`src/rtl/tx_prio_select.sv`:
```
module tx_prio_select #(
  parameter int NBUF = 16,
  parameter int IDXW = $clog2(NBUF)
) (
  input  logic              clk,
  input  logic              rst_n,
  input  logic              lprio_en,
  input  logic              sel_req,
  input  logic [NBUF*4-1:0] buf_code,
  input  logic [NBUF-1:0]   buf_ide,
  input  logic [NBUF*29-1:0] buf_id,
  input  logic [NBUF*3-1:0] buf_prio,
  output logic              sel_done,
  output logic              sel_found,
  output logic [IDXW-1:0]   sel_idx,
  output logic [28:0]       win_id,
  output logic              win_ide
);
  localparam int KEYW = 33;
  localparam logic [3:0] CODE_TX = 4'b1100;

  function automatic logic [KEYW-1:0] make_key(input logic en, input logic [2:0] pr,
                                               input logic ide, input logic [28:0] id);
    logic [10:0] base;
    logic [17:0] ext;
    base = ide ? id[28:18] : id[10:0];
    ext  = ide ? id[17:0] : 18'd0;
    return {(en ? pr : 3'd0), base, ide, ext};
  endfunction

  logic            best_ok;
  logic [KEYW-1:0] best_key;
  logic [IDXW-1:0] best_i;

  always_comb begin
    best_ok  = 1'b0;
    best_key = '1;
    best_i   = '0;
    for (int i = 0; i < NBUF; i++) begin
      logic [KEYW-1:0] k;
      k = make_key(lprio_en, buf_prio[i*3 +: 3], buf_ide[i], buf_id[i*29 +: 29]);
      if (buf_code[i*4 +: 4] == CODE_TX && (!best_ok || k < best_key)) begin
        best_ok  = 1'b1;
        best_key = k;
        best_i   = IDXW'(i);
      end
    end
  end

  logic [28:0] best_id;
  logic        best_ide;
  assign best_ide = best_ok & buf_ide[best_i];
  assign best_id  = !best_ok ? 29'd0 :
                    best_ide ? buf_id[best_i*29 +: 29] :
                               {18'd0, buf_id[best_i*29 +: 11]};

  always_ff @(posedge clk or negedge rst_n) begin
    if (!rst_n) begin
      sel_done  <= 1'b0;
      sel_found <= 1'b0;
      sel_idx   <= '0;
      win_id    <= '0;
      win_ide   <= 1'b0;
    end else begin
      sel_done <= sel_req;
      if (sel_req) begin
        sel_found <= best_ok;
        sel_idx   <= best_i;
        win_id    <= best_id;
        win_ide   <= best_ide;
      end
    end
  end
endmodule


```
`config.mk`:
```
export PLATFORM = sky130hd
export DESIGN_NAME = tx_prio_select
export DESIGN_NICKNAME = d
export VERILOG_FILES = /design/src/rtl/tx_prio_select.sv
export SDC_FILE = /design/constraint.sdc
export NUM_CORES = 2
export LEC_CHECK = 0
export ABC_CLOCK_PERIOD_IN_PS = 1000
export BUFFER_PORTS_ARGS = -buffer_cell sky130_fd_sc_hd__buf_2
export CAP_MARGIN = 0
export CORE_AREA = 2 2 243 245
export DETAILED_ROUTE_END_ITERATION = 12
export DIE_AREA = 0 0 245 247
export PLACE_DENSITY = 0.73
export SYNTH_ARGS = -nofsm -noshare
export SYNTH_HDL_FRONTEND = slang
export SYNTH_SLANG_ARGS = --single-unit
```
`constraint.sdc`:
```
create_clock -name clk -period 1 [get_ports clk]
set_input_delay 0.1 -clock clk [delete_from_list [all_inputs] [get_ports clk]]
set_output_delay 0.1 -clock clk [all_outputs]
set_load 0.01 [all_outputs]
```
==> impl_metrics.csv, run 1 <==
group,metric,value,unit
logic_synthesis,syn_area,27900,sq um
place,dpl.hpwl,156000,microns
run_status,lastStage,"5_1_grt",
logic_synthesis,synth.top_cells.by_area,"ha_1, mux2_2, and2_1",
cts,cts-buffers-inserted,5,
cts,clock-sinks,36,
global_route,overflow,2,
logic_synthesis,ys_types,85,
logic_synthesis,yosys.area.top_type,"ha_1",
floorplanning,ioPinCount,632,
cts,htree_levels,2,
logic_synthesis,synth-edff-count,0,
floorplanning,die_w,245,microns
global_route,globalRouteTotalUtil,71.8,%
place,io_buffers,631,
sta,worst-ep-kind,"register data pin",
logic_synthesis,yosys_register_bits,36,
cts,cts_buffer_depth,2,
floorplanning,start_util,48.0,%
place,place_congestion,1.18,
logic_synthesis,ys_seq_area_share,3.23,%
floorplanning,chipHeight,247,microns
global_route,grt_max_degree,37,
logic_synthesis,netlist.area_leader.share,21.5,%
sta,crit_endpoint,"win_id[15]$_DFFE_PN0P_/D",
place,dp_cells,6764,
logic_synthesis,ys.flop_type,"dfrtp_1",
cts,cts-root-buf,"clkbuf_16",
logic_synthesis,yosys_warnings,0,
logic_synthesis,synthesis.nets,5121,
floorplanning,rows,89,
logic_synthesis,synth.avg_cell_area,6.90,sq um
run_status,outcome,"stopped before the end",
logic_synthesis,netlist_instances,4045,
run_status,error,"[ERROR GRT-0232] Routing congestion too high. Check the congestion heatmap in the GUI.",
logic_synthesis,ys_async_sr_fraction,100,%
synth_stat cells (39+ instances only):
library cell and number:
a211oi_1 43, a21o_1 113, a21oi_1 313, a22oi_1 39, a31oi_1 83, and2_1 296
buf_1 40, clkbuf_1 170, ha_1 480, inv_1 154, mux2_2 201, mux2i_1 81
nand2_1 412, nand3_1 72, nand4_1 129, nor2_1 338, nor3_1 67, o211ai_1 125
o21a_1 133, o21ai_0 246
metal layers:
metal | overflow | GRT usage [%]
met5 | 0 | 15.4
met4 | 1 | 75.1
met3 | 0 | 48.8
met2 | 1 | 92.6
met1 | 0 | 72.7
per-stage QoR:
| stage | util, % | instance area, sq um | TNS, ns | hold slack, ns | setup WS (ns) |
|---|---|---|---|---|---|
| 2_1_floorplan | - | 29300 | -1181.29 | -0.196 | -34.87 |
| 3_3_place_gp | 75.7 | 44100 | -1265.38 | 0.0828 | -37.39 |
| 3_5_place_dp | 75.7 | 44100 | -1283.55 | 0.0740 | -37.94 |
| 4_1_cts | 78.8 | 45900 | -1225.56 | 0.184 | -36.25 |
logic make-up after synthesis:
family          after synthesis  synth area share (%)
compound gates             1377                  32.6
fa+ha+maj                   480                  21.5
buf+inv                     401                  5.62
flops                        36                  3.23
mux                         282                  11.0
simple gates               1469                  26.0
what timing repair did:
action | CTS
setup buffers | 60
pin swaps | 42
hold buffers | 1
endpoints found under the setup margin | 37
gates cloned | 14
resized for setup | 193
endpoints found under the hold margin | 36
==> run 2, diff against run 1 <==
--- a/config.mk
+++ b/config.mk
@@ -8,10 +8,9 @@
 export ABC_CLOCK_PERIOD_IN_PS = 1000
 export BUFFER_PORTS_ARGS = -buffer_cell sky130_fd_sc_hd__buf_2
 export CAP_MARGIN = 0
-export CORE_AREA = 2 2 243 245
+export CORE_UTILIZATION = 40
 export DETAILED_ROUTE_END_ITERATION = 12
-export DIE_AREA = 0 0 245 247
-export PLACE_DENSITY = 0.73
+export PLACE_DENSITY_LB_ADDON = 0.15
 export SYNTH_ARGS = -nofsm -noshare
 export SYNTH_HDL_FRONTEND = slang
 export SYNTH_SLANG_ARGS = --single-unit
==> run 2 against run 1 <==
Effect of this change: the flow now finishes, with violations (setup timing); synthesized cell count unchanged; area after synthesis unchanged.
==> impl_metrics.csv, run 2 <==
group,metric,value,unit
run_status,outcome,"complete, but fails checks",
run_status,violations,"setup timing",
drt,drtPass1Iterations,6,
drt,wl_per_cell,27.5,microns
cells_and_area,final_nets,7298,
cts,cts-buffers-inserted,5,
cells_and_area,final_cell_mix,"buf_4, buf_2, ha_1",
logic_synthesis,synthMuxAreaShare,11.0,%
logic_synthesis,synth_compound_area_share,32.6,%
power_and_ir_drop,powerDensity,1220,nW/um^2
logic_synthesis,yosys_warnings,0,
logic_synthesis,synthesis.nets,5121,
drt,wirelength,197000,microns
worst_setup_path,cpMaxStageDelayCell,"o211ai_1",
worst_setup_path,r2r-start,"win_id[27]$_DFFE_PN0P_",
sta,min_period_over_period,3870,%
sta,finalHoldViolations,0,
worst_setup_path,critPathKind,"in2reg",
global_route,grt_antenna_before_repair,10,
sta,slew-limit-headroom,22.5,%
drt,route.met3.wl,23100,microns
logic_synthesis,yosys.area_share.xor_xnor,0,%
logic_synthesis,yosys_register_bits,36,
cts,clkLatencyLatePin,0.29,ns
worst_setup_path,crit_start,"buf_code[0]",
logic_synthesis,ys_async_sr_fraction,100,%
cts,cts.clk_slew.worst_paths,0.07,ns
worst_setup_path,cp.required,1.19,ns
logic_synthesis,netlist.area_leader.share,21.5,%
worst_setup_path,cp_data_arrival_time,38.86,ns
floorplanning,dieArea,70900,sq um
logic_synthesis,yosys.area_share.adder,21.5,%
cells_and_area,finalInstanceArea,49300,sq um
place,dpl.hpwl,162000,microns
logic_synthesis,synth-edff-count,0,
logic_synthesis,ys.flop_type,"dfrtp_1",
drt,m1WireLength,71700,microns
worst_setup_path,start_kind,"input port",
floorplanning,start_util,40.6,%
floorplanning,die_w,266,microns
logic_synthesis,ys_types,85,
floorplanning,rows,96,
cts,tritoncts,"done",
run,maxCapViolCount,0,
logic_synthesis,synth.avg_cell_area,6.90,sq um
global_route,overflow,0,
logic_synthesis,synth_most_common_cell,"ha_1",
logic_synthesis,synth_top_family_by_area,"compound AO/OA/AOI/OAI gates",
logic_synthesis,yosys.area.top_type,"ha_1",
place,place_ws,-38.85,ns
place,dpl-instance-area,44900,sq um
worst_setup_path,r2r_cells,2,
worst_setup_path,r2r_setup_slack,0.09,ns
worst_setup_path,max_stage_delay,0.92,ns
sta,report.final.slew_viol_count,0,
worst_hold_path,hold_path.class,"in2reg",
worst_setup_path,cp-end-kind,"flop",
sta,finClkSkew,0,ns
cts,cts_buffer_depth,2,
cells_and_area,drive_above_1_share,49.9,%
sta,period_minus_slack,38.67,ns
power_and_ir_drop,vdd_drop_max,0.962,mV
worst_setup_path,worstSetupEndpoint,"win_id[20]$_DFFE_PN0P_",
place,io_buffers,631,
logic_synthesis,ys_seq_area_share,3.23,%
global_route,globalRouteTotalUtil,50.9,%
drt,drtIter0Drc,5641,
drt,drc,0,
sta,setup_slack,-37.67,ns
cells_and_area,top_register,"win_id",
cells_and_area,top_regs,"win_id: 29 flops, sel_idx: 4 flops",
place,place_congestion,1.17,
floorplanning,ioPinCount,632,
sta,rsz0062_at_grt,"yes",
drt,wl_met2,80600,microns
worst_setup_path,path_common_cell,"buf_4",
drt,postRouteAntennaNets,0,
logic_synthesis,syn_area,27900,sq um
cts,cts-root-buf,"clkbuf_16",
power_and_ir_drop,p_leak,24.8,nW
drt,vias_per_cell,6.16,
cells_and_area,largest_reg_flops,29,
drt,top_layer_used,"met5",
global_route,grt_max_degree,64,
cts,htree_levels,2,
logic_synthesis,yosys.area_share.simple,26.0,%
drt,vias,44118,
cts,clock-sinks,36,
cells_and_area,layout.cells.most_common,"buf_4",
sta,tightest_slew,1.16,ns
logic_synthesis,yosys-top-cells-count,"ha_1, nand2_1, nor2_1, a21oi_1, and2_1",
worst_setup_path,reg2reg_to,"win_id[27]$_DFFE_PN0P_",
sta,max_freq,0.0259,GHz
floorplanning,chipHeight,266,microns
cells_and_area,area_growth,76.4,%
global_route,grt_first_pass_wirelength,264000,microns
logic_synthesis,synth.top_cells.by_area,"ha_1, mux2_2, and2_1",
global_route,grt_pass1_vias,40573,
logic_synthesis,netlist_instances,4045,
worst_setup_path,cp_max_fo,17,
sta,setup_viol,48,
floorplanning,coreArea,68800,sq um
run 2: cell counts after synthesis:
No cell type changed its count.
run 2: area by class of cell:
| cell class | instances | area [sq um] |
|---|---|---|
| sequential | 36 | 917 |
| clock buffer | 6 | 129 |
| fill | 5761 | 19600 |
| antenna | 3 | 7.51 |
| timing repair buffer | 2415 | 18000 |
| inverter | 154 | 581 |
| tap | 931 | 1160 |
| clock inverter | 2 | 35.0 |
| multi-input combinational | 3610 | 28500 |
run 2: worst min-delay path by stage:
| stage | startpoint | end | slack, ns | depth (start not counted) |
|---|---|---|---|---|
| finish | sel_req | sel_done$_DFF_PN0_ | 0.23 | 2 |
| global route | sel_req | sel_done$_DFF_PN0_ | 0.24 | 2 |
| CTS | sel_req | sel_done$_DFF_PN0_ | 0.23 | 2 |
| detailed placement | rst_n | sel_found$_DFFE_PN0P_ | 0.09 | 2 |
| global placement | rst_n | sel_found$_DFFE_PN0P_ | 0.09 | 2 |
| floorplan | rst_n | sel_done$_DFF_PN0_ | -0.20 | 0 |
run 2: kinds of logic after synthesis:
logic type,count (synthesis)
buffers and inverters,401
DFF,36
muxes,282
and+or+nand+nor,1469
AOI/OAI and AO/OA,1377
adders and majority gates,480
run 2: metal layers:
| metal | GRT usage [%] | vias up |
|---|---|---|
| li1 | - | 19619 |
| met1 | 60.7 | 20499 |
| met2 | 75.8 | 3098 |
| met3 | 12.8 | 888 |
| met4 | 44.3 | 14 |
| met5 | 0 | - |
run 2: timing repair:
action	in CTS	in global routing
hold buffers	1	0
cloned	4	21
gates resized for setup	157	411
endpoints found under the hold margin	36	0
pin swaps	44	182
setup endpoints to repair	50	43
buffers inserted	42	83
run 2: through the flow:
stage          hold WS [ns]  setup TNS (ns)  total power [mW]  utilization [%]  std cells
3_5_place_dp         0.0928        -1313.20              50.6             65.2       7001
2_1_floorplan        -0.196        -1181.29              25.4                -       4045
3_3_place_gp         0.0891        -1287.12              50.3             65.2       7001
6_report              0.233        -1269.32              60.1             71.6       7157
5_1_grt               0.237        -1311.00              62.3             71.6       7156
4_1_cts               0.228        -1240.22              54.0             67.1       7055
run 2: power breakdown:
part / switching, mW / internal (mW)
Combinational: 29.6 / 25.5
Clock: 0.734 / 1.18
Sequential: 0.938 / 2.13
run 2: worst max-delay path: cells and delay by family:
family / cells / cell delay (ns)
and+or+nand+nor: 65 / 13.21
adders and majority gates: 15 / 3.95
AOI/OAI and AO/OA: 80 / 15.55
buffers and inverters: 35 / 5.65
muxes: 1 / 0.30
No activity file was read; power rests on OpenSTA's default activity.
